===== config.mk =====
export PLATFORM = sky130hd
export DESIGN_NAME = sbus_ctl_reg
export DESIGN_NICKNAME = d
export VERILOG_FILES = /design/src/rtl/sbus_ctl_pkg.sv /design/src/rtl/sbus_sync.sv /design/src/rtl/sbus_cond_det.sv /design/src/rtl/sbus_ack_gen.sv /design/src/rtl/sbus_ctl_reg.sv
export SDC_FILE = /design/constraint.sdc
export NUM_CORES = 1
export LEC_CHECK = 0
export ABC_CLOCK_PERIOD_IN_PS = 900
export BUFFER_PORTS_ARGS = -buffer_cell sky130_fd_sc_hd__clkbuf_2
export CAP_MARGIN = 25
export CORE_UTILIZATION = 39
export DETAILED_ROUTE_END_ITERATION = 8
export PLACE_DENSITY_LB_ADDON = 0.08
export SYNTH_ARGS = -nofsm -noshare
export SYNTH_HDL_FRONTEND = slang
export SYNTH_HIERARCHICAL = 1
export SYNTH_SLANG_ARGS = --single-unit

===== constraint.sdc =====
create_clock -name clk -period 0.9 [get_ports clk]
set_input_delay 0.135 -clock clk [delete_from_list [all_inputs] [get_ports clk]]
set_output_delay 0.135 -clock clk [all_outputs]
set_load 0.05 [all_outputs]

===== src/rtl/sbus_ctl_pkg.sv =====
// Package: bit positions of the control/status register and the bus event
// bundle passed from the condition detector to the register logic.
package sbus_ctl_pkg;
    localparam int REG_W        = 8;
    localparam int BIT_REL_TRIG = 0;
    localparam int BIT_CMD_TRIG = 1;
    localparam int BIT_REL_FLAG = 2;
    localparam int BIT_CMD_FLAG = 3;
    localparam int BIT_ACK_REQ  = 4;
    localparam int BIT_ACK_EN   = 5;
    localparam int BIT_ACK_SEEN = 6;
    localparam int BIT_BUSY_EN  = 7;

    typedef struct packed {
        logic rel;       // data rose while clock high
        logic cmd;       // data fell while clock high
        logic scl_fall;  // serial clock falling edge
        logic scl_rise;  // serial clock rising edge
    } bus_evt_t;
endpackage


===== src/rtl/sbus_sync.sv =====
// Multi-stage synchronizer for WIDTH asynchronous lines.
// Assumes: inputs are level signals; reset value models an idle (high) bus.
module sbus_sync #(
    parameter int STAGES    = 2,
    parameter int WIDTH     = 2,
    parameter logic RST_VAL = 1'b1
) (
    input  logic             clk,
    input  logic             rst_n,
    input  logic [WIDTH-1:0] d_async,
    output logic [WIDTH-1:0] q_sync
);
    logic [WIDTH-1:0] pipe [STAGES];

    // First stage captures the asynchronous lines.
    always_ff @(posedge clk) begin
        if (!rst_n) pipe[0] <= {WIDTH{RST_VAL}};
        else        pipe[0] <= d_async;
    end

    for (genvar s = 1; s < STAGES; s++) begin : g_stage
        // Each further stage re-registers the previous one.
        always_ff @(posedge clk) begin
            if (!rst_n) pipe[s] <= {WIDTH{RST_VAL}};
            else        pipe[s] <= pipe[s-1];
        end
    end

    assign q_sync = pipe[STAGES-1];
endmodule


===== src/rtl/sbus_cond_det.sv =====
// Bus condition detector: finds release (data rising, clock high), command
// (data falling, clock high) and serial clock edges on synchronized lines.
// Assumes: inputs are already synchronized; events are gated by enable.
module sbus_cond_det
    import sbus_ctl_pkg::*;
(
    input  logic     clk,
    input  logic     rst_n,
    input  logic     enable,
    input  logic     scl_s,
    input  logic     sda_s,
    output bus_evt_t evt
);
    logic scl_h, sda_h;

    // History stage: line values one cycle earlier.
    always_ff @(posedge clk) begin
        if (!rst_n) begin
            scl_h <= 1'b1;
            sda_h <= 1'b1;
        end else begin
            scl_h <= scl_s;
            sda_h <= sda_s;
        end
    end

    // Edge classification; the clock must be high on both samples.
    always_comb begin
        evt.rel      = enable && scl_s && scl_h && sda_s && !sda_h;
        evt.cmd      = enable && scl_s && scl_h && !sda_s && sda_h;
        evt.scl_fall = enable && scl_h && !scl_s;
        evt.scl_rise = enable && !scl_h && scl_s;
    end

    // the two data conditions can never coincide.
    a_r8_cond_exclusive: assert property (@(posedge clk) disable iff (!rst_n)
        !(evt.rel && evt.cmd));
endmodule


===== src/rtl/sbus_ack_gen.sv =====
// Acknowledge generator: a host request arms one pulse, which starts at the
// next serial clock fall and ends at the following rise.
// Assumes: arm is a single-cycle write strobe, already gated by enable.
module sbus_ack_gen (
    input  logic clk,
    input  logic rst_n,
    input  logic if_en,
    input  logic arm,
    input  logic cancel,
    input  logic scl_fall,
    input  logic scl_rise,
    output logic active
);
    logic pending;

    // Arm state: cancel wins, then a new request, then consumption at a fall.
    always_ff @(posedge clk) begin
        if (!rst_n)                   pending <= 1'b0;
        else if (cancel || !if_en)    pending <= 1'b0;
        else if (arm)                 pending <= 1'b1;
        else if (scl_fall)            pending <= 1'b0;
    end

    // Drive state: starts on a fall while armed, ends on a rise or disable.
    always_ff @(posedge clk) begin
        if (!rst_n)                                        active <= 1'b0;
        else if (!if_en)                                   active <= 1'b0;
        else if (pending && scl_fall && !cancel && !arm)   active <= 1'b1;
        else if (scl_rise)                                 active <= 1'b0;
    end

    // an armed request is turned into a pulse at the clock fall.
    a_r11_ack_starts: assert property (@(posedge clk) disable iff (!rst_n)
        (pending && scl_fall && !cancel && !arm && if_en) |=> active);
    // a cancel leaves nothing armed.
    a_r12_cancel_disarms: assert property (@(posedge clk) disable iff (!rst_n)
        cancel |=> !pending);
    // the pulse is released at a clock rise.
    a_r11_ack_ends: assert property (@(posedge clk) disable iff (!rst_n)
        (active && scl_rise) |=> !active);
endmodule


===== src/rtl/sbus_ctl_reg.sv =====
// Serial bus control/status register. Holds the two storage bits, the
// release and command detection flags and the data output latch, and
// combines the latch with the acknowledge drive.
// Assumes: wr_en is a single-cycle strobe; scl_in/sda_in are asynchronous.
module sbus_ctl_reg
    import sbus_ctl_pkg::*;
#(
    parameter int SYNC_STAGES = 2
) (
    input  logic             clk,
    input  logic             rst_n,
    input  logic             wr_en,
    input  logic [REG_W-1:0] wr_data,
    output logic [REG_W-1:0] rd_data,
    input  logic             scl_in,
    input  logic             sda_in,
    input  logic             if_en,
    input  logic             xfer_start,
    input  logic             addr_miss,
    output logic             sda_out,
    output logic             ack_active
);
    logic [1:0] lines_s;
    bus_evt_t   evt;
    logic       busy_en, ack_en, rel_flag, cmd_flag, so_latch;
    logic       rel_hit, cmd_hit, ack_arm;

    sbus_sync #(.STAGES(SYNC_STAGES), .WIDTH(2), .RST_VAL(1'b1)) u_sync (
        .clk     (clk),
        .rst_n   (rst_n),
        .d_async ({scl_in, sda_in}),
        .q_sync  (lines_s)
    );

    sbus_cond_det u_det (
        .clk    (clk),
        .rst_n  (rst_n),
        .enable (if_en),
        .scl_s  (lines_s[1]),
        .sda_s  (lines_s[0]),
        .evt    (evt)
    );

    // Write strobes for the self-clearing triggers, gated by the enable.
    always_comb begin
        rel_hit = wr_en && if_en && wr_data[BIT_REL_TRIG];
        cmd_hit = wr_en && if_en && wr_data[BIT_CMD_TRIG];
        ack_arm = wr_en && if_en && wr_data[BIT_ACK_REQ];
    end

    sbus_ack_gen u_ack (
        .clk      (clk),
        .rst_n    (rst_n),
        .if_en    (if_en),
        .arm      (ack_arm),
        .cancel   (xfer_start),
        .scl_fall (evt.scl_fall),
        .scl_rise (evt.scl_rise),
        .active   (ack_active)
    );

    // Plain storage bits, writable whatever the enable is.
    always_ff @(posedge clk) begin
        if (!rst_n) begin
            busy_en <= 1'b0;
            ack_en  <= 1'b0;
        end else if (wr_en) begin
            busy_en <= wr_data[BIT_BUSY_EN];
            ack_en  <= wr_data[BIT_ACK_EN];
        end
    end

    // Data output latch: release trigger wins over command trigger.
    always_ff @(posedge clk) begin
        if (!rst_n)       so_latch <= 1'b1;
        else if (rel_hit) so_latch <= 1'b1;
        else if (cmd_hit) so_latch <= 1'b0;
    end

    // Release flag: set wins over its clear sources.
    always_ff @(posedge clk) begin
        if (!rst_n)                                  rel_flag <= 1'b0;
        else if (evt.rel)                            rel_flag <= 1'b1;
        else if (xfer_start || addr_miss || !if_en)  rel_flag <= 1'b0;
    end

    // Command flag: a release clears it; otherwise set wins over clears.
    always_ff @(posedge clk) begin
        if (!rst_n)                       cmd_flag <= 1'b0;
        else if (evt.rel)                 cmd_flag <= 1'b0;
        else if (evt.cmd)                 cmd_flag <= 1'b1;
        else if (xfer_start || !if_en)    cmd_flag <= 1'b0;
    end

    // Read assembly: trigger bits and the unused detect bit read 0.
    always_comb begin
        rd_data               = '0;
        rd_data[BIT_BUSY_EN]  = busy_en;
        rd_data[BIT_ACK_EN]   = ack_en;
        rd_data[BIT_CMD_FLAG] = cmd_flag;
        rd_data[BIT_REL_FLAG] = rel_flag;
    end

    // Output pin: acknowledge pulls the line low over the latch value.
    assign sda_out = so_latch && !ack_active;

    a_r4_rel_trig_sets: assert property (@(posedge clk) disable iff (!rst_n)
        (wr_en && if_en && wr_data[BIT_REL_TRIG]) |=> so_latch);
    a_r5_cmd_trig_clears: assert property (@(posedge clk) disable iff (!rst_n)
        (wr_en && if_en && wr_data[BIT_CMD_TRIG] && !wr_data[BIT_REL_TRIG])
        |=> !so_latch);
    a_r6_disabled_latch_holds: assert property (@(posedge clk) disable iff (!rst_n)
        !if_en |=> $stable(so_latch));
    a_r6_disabled_flags_clear: assert property (@(posedge clk) disable iff (!rst_n)
        !if_en |=> (!rel_flag && !cmd_flag));
    a_r9_rel_flag_clears: assert property (@(posedge clk) disable iff (!rst_n)
        ((xfer_start || addr_miss) && !evt.rel) |=> !rel_flag);
    a_r8_rel_clears_cmd: assert property (@(posedge clk) disable iff (!rst_n)
        evt.rel |=> (!cmd_flag && rel_flag));
    a_r11_ack_pulls_low: assert property (@(posedge clk) disable iff (!rst_n)
        ack_active |-> !sda_out);
    always_comb begin
        a_r3_unused_bit_zero: assert (rd_data[BIT_ACK_SEEN] == 1'b0);
    end
endmodule


## Yosys cells after proc, flatten, opt, wreduce, memory -nomap -nowiden

Memory sizes are Yosys's and may differ from the RTL's.
Cells that the tools add are included.

- Bits in registers: 9
- Memory bits (writable): 4
- Input bits: 16
- Output and inout bits: 10
- Memories: 1

Memories:

| name | words | bits a word | rd ports | clocked after memory_dff | write ports | line | text |
|---|---|---|---|---|---|---|---|
| u_sync.pipe | 2 | 2 | 2 | 0 | 2 | sbus_sync.sv:13 | `logic [WIDTH-1:0] pipe [STAGES];` |

- Mux-type cells: 12
- Bitwise gates (word level): 3
- Reductions and logical operators: 37

Operator list:

| operator | count |
|---|---|
| $logic_and A1 B1 Y1 | 18 |
| $mux W1 | 10 |
| $logic_not A1 Y1 | 8 |
| $reduce_bool A2 Y1 | 4 |
| $reduce_or A2 Y1 | 3 |
| $mux W2 | 2 |
| $logic_or A1 B1 Y1 | 3 |
| $or A1 B1 Y1 | 2 |
| $reduce_and A2 Y1 | 1 |
| $not A1 Y1 | 1 |

## Logic depth before layout (Yosys ltp)

An unclocked memory read counts as a cell.

- Depth after elaboration: 7
- Depth in mapped cells: 4

## Hierarchy

The synthesis kept the hierarchy.

Modules (own cells, without submodules):

| module | instances | cells each | area each (um2) | seq. area each (um2) |
|---|---|---|---|---|
| sbus_ctl_reg | 1 | 30 | 272.8 | 100.1 |
| sbus_sync | 1 | 8 | 105.1 | 80.1 |
| sbus_cond_det | 1 | 11 | 102.6 | 40.0 |
| sbus_ack_gen | 1 | 9 | 88.8 | 40.0 |

## Worst setup path after synthesis

No wires, ideal clock.

- Kind: register to output
- Start: register u_ack.active
- End: output sda_out
- Arrival time: 1.193 ns
- Setup slack: -0.428 ns
- Cell stages (with the launch flop): 2
- Path buffers: 0
- Cells stage by stage: dfxtp_1 > nor2_1

- Cells in the longest elaborated chain, start to end: 2

RTL lines:

| what | line | text |
|---|---|---|
| start, declared | sbus_ack_gen.sv:12 | `output logic active` |
| start signal, assigned | sbus_ack_gen.sv:26 | `if (!rst_n) active <= 1'b0;` |
| start signal, assigned | sbus_ack_gen.sv:27 | `else if (!if_en) active <= 1'b0;` |
| start signal, assigned | sbus_ack_gen.sv:28 | `else if (pending && scl_fall && !cancel && !arm) active <= 1'b1;` |
| $logic_not A1 Y1 | sbus_ctl_reg.sv:105 | `assign sda_out = so_latch && !ack_active;` |
| $logic_and A1 B1 Y1 | sbus_ctl_reg.sv:105 |  |
| end, declared | sbus_ctl_reg.sv:20 | `output logic sda_out,` |

Every way passes these cells.

## Worst setup path after layout

- Start: register u_ack.active
- End: output ack_active

RTL lines:

| what | line | text |
|---|---|---|
| end, declared | sbus_ctl_reg.sv:21 | `output logic ack_active` |

No word-level cell between the ends.

==> flow_metrics.tcl <==
set metrics [dict create \
    crit_chain "clkbuf_4" \
    rr_endpoint "cmd_flag" \
    met3_usage_pct 10.00 \
    drv_cap 0 \
    grt_usage_pct 14.40 \
    min_path_cells 2 \
    nets 95 \
    period_needed_ns 1.014 \
    multi_input_area_um2 269.0 \
    cp.arrival_ns 0.88 \
    h-tree-depth 1 \
    fin_util_pct 57.41 \
    drive_gt1_share_pct 55.13 \
    clock_skew_ns 0.001934 \
    post-place-ws_ns -0.03365 \
    ys_types 21 \
    reg2reg_setup_slack_ns 0 \
    ir_worst_vdd_v 0.001220 \
    finalCritPeriodShare_pct 112.7 \
    place_area_um2 653.1 \
    first_pass_iters 3 \
    rsz0062_at_grt "true" \
    cpLargestDelayFamily "flip-flops" \
    netlist_instances 58 \
    slew_violations 0 \
    drc_errors 0 \
    grt_max_degree 13 \
    die_x_um 40.21 \
    die_area_um2 1616 \
    gp_congestion 0.6224 \
    grt_pass1_wl_mm 1.352 \
    grt_pass1_vias 343 \
    regArea_um2 270.3 \
    reg2reg_from "u_sync/pipe[1][1]" \
    critPathBufInv 1 \
    violations "negative setup slack" \
    ant_nets 0 \
    start_kind "flop" \
    initial_core_util_pct 42.68 \
    syn_area_per_cell_um2 9.815 \
    antenna_found_initial 0 \
    drt_iter0_markers 5 \
    yosysSeqAreaShare_pct 45.71 \
    cts_sinks 13 \
    vias 425 \
    syn_area_um2 569.3 \
    die_y_um 40.21 \
    cts_buffer_depth 2 \
    hp-class "in -> reg" \
    holdCritStartpoint "scl_in" \
    p_leak_nw 0.3430 \
    dp_hpwl_um 642 \
    path_class "reg -> out" \
    cts_tree "yes" \
    cp-end-kind "output port" \
    worst_path_max_delay_cell "dfxtp_2" \
    overflow 0 \
    clk_latency_ns 0.27 \
    hold_viol_final 0 \
    final_area_um2 765.7 \
    ys_ff_latch 13 \
    ios 26 \
    cts_hold_buf 0 \
    placementRows 13 \
    slowest_delay_ns 0.37 \
    nFillCells 129 \
    root_buffer "clkbuf_4" \
    setup_viol 3 \
    met1_usage_pct 12.84 \
    viasPerCell 4.570 \
    crit_start "u_ack/active" \
    cellPowerDensity_nw_per_um2 1510 \
    core_um2 1334 \
    grt-busiest-layer "met2" \
    max_freq_mhz 986.0 \
    hold_end "u_sync/pipe[0][1]" \
    grt_util_met2_pct 22.98 \
    crit_fanout 3 \
    n_antenna_cell 0 \
    setup_slack_ns -0.1142 \
    status "finished, violations left" \
    fin_total_pwr_mw 1.156 \
    areaGrowthSynthToFinish_pct 34.51 \
    wire_per_inst_um 9.452 \
    cts_buffers 3 \
    finalWirelength_um 879 \
    cp.required_ns 0.76 \
    ff2ff_path_depth 4 \
    clkSlewWorstSetupHoldPaths_ns 0.08 \
    yosys_warnings 6 \
    io_buffer_count 18 \
]
## cell usage after synthesis (all sizes together)
cell | n | area [um^2]
dfxtp | 13 | 260.3
nand2b | 9 | 56.30
buf | 8 | 60.06
inv | 3 | 11.26
nand2 | 3 | 11.26
nor2 | 3 | 11.26
a21oi | 2 | 10.01
and3 | 2 | 13.77
mux2i | 2 | 20.02
nand3 | 2 | 15.01
nor2b | 2 | 12.51
nor3b | 2 | 25.02
a211oi | 1 | 12.51
and4bb | 1 | 12.51
conb | 1 | 3.750
nand3b | 1 | 7.510
nand4bb | 1 | 11.26
o211ai | 1 | 7.510
o21a | 1 | 7.510
## repair_timing
action                     CTS  global route
cloned                       0             0
gates resized for setup     19             9
setup endpoints to repair    7             9
setup buffers                0             1
pin swaps                    0             4
## power breakdown
group	total, mW	switching, mW	internal [mW]	leakage, nW
Combinational	0.194	0.114	0.0799	0.218
Sequential	0.609	0.0122	0.597	0.108
Clock	0.353	0.189	0.165	0.0177
## layer usage
metal	vias to the layer above	wire length [um]
li1	217	-
met1	193	385
met2	11	428
met3	4	43
met4	0	21
met5	-	0
## cell families (layout without fill, tap and decap cells)
| family | Yosys count | after routing | share of synthesized area (%) |
|---|---|---|---|
| and+or+nand+nor | 26 | 26 | 30.99 |
| buffers and inverters | 11 | 28 | 12.53 |
| AOI/OAI and AO/OA | 5 | 5 | 6.594 |
| other | 1 | 4 | 0.6587 |
| DFF | 13 | 13 | 45.71 |
| muxes | 2 | 2 | 3.517 |
## worst max path at each step
stage,end,slack [ns],cells after the start
floorplan,cmd_flag,0.04,4
global placement,cmd_flag,-0.04,4
detailed placement,cmd_flag,-0.03,4
CTS,sda_out,-0.14,2
global route,sda_out,-0.17,3
finish,ack_active,-0.11,1
## cell usage in the layout, fill, tap and decap left out, types with 2 or more instances in the layout
cell / n
clkbuf_2: 12
nand2b_1: 8
dfxtp_2: 8
buf_8: 5
dfxtp_1: 5
conb_1: 4
clkbuf_4: 4
inv_1: 2
a21oi_1: 2
mux2i_1: 2
nor2b_1: 2
buf_4: 2
nand2_1: 2
nor3b_2: 2
## flip-flops by register name, summed over array words and instances, names as in the netlist
register / cells
busy_en: 1
u_det/sda_h: 1
u_sync/pipe: 4
cmd_flag: 1
u_det/scl_h: 1
rel_flag: 1
ack_en: 1
so_latch: 1
u_ack/active: 1
u_ack/pending: 1
## area by class of cell
type	instances	area share (%)
Sequential cell	13	35.29
Clock buffer	3	2.941
Timing Repair Buffer	21	22.06
Clock inverter	1	0.6536
Tap cell	15	2.451
Inverter	3	1.471
Multi-Input combinational cell	37	35.13
## stage by stage
step | hold WS [ns] | setup TNS (ns) | cells
floorplan | 0.1996 | 0 | 61
global placement | 0.3182 | -0.04277 | 88
detailed placement | 0.3186 | -0.03365 | 88
CTS | 0.02488 | -0.3932 | 92
global route | 0.003122 | -0.6111 | 93
finish | 0.03486 | -0.2272 | 93
Note: power is estimated with default switching activity, not from simulation.
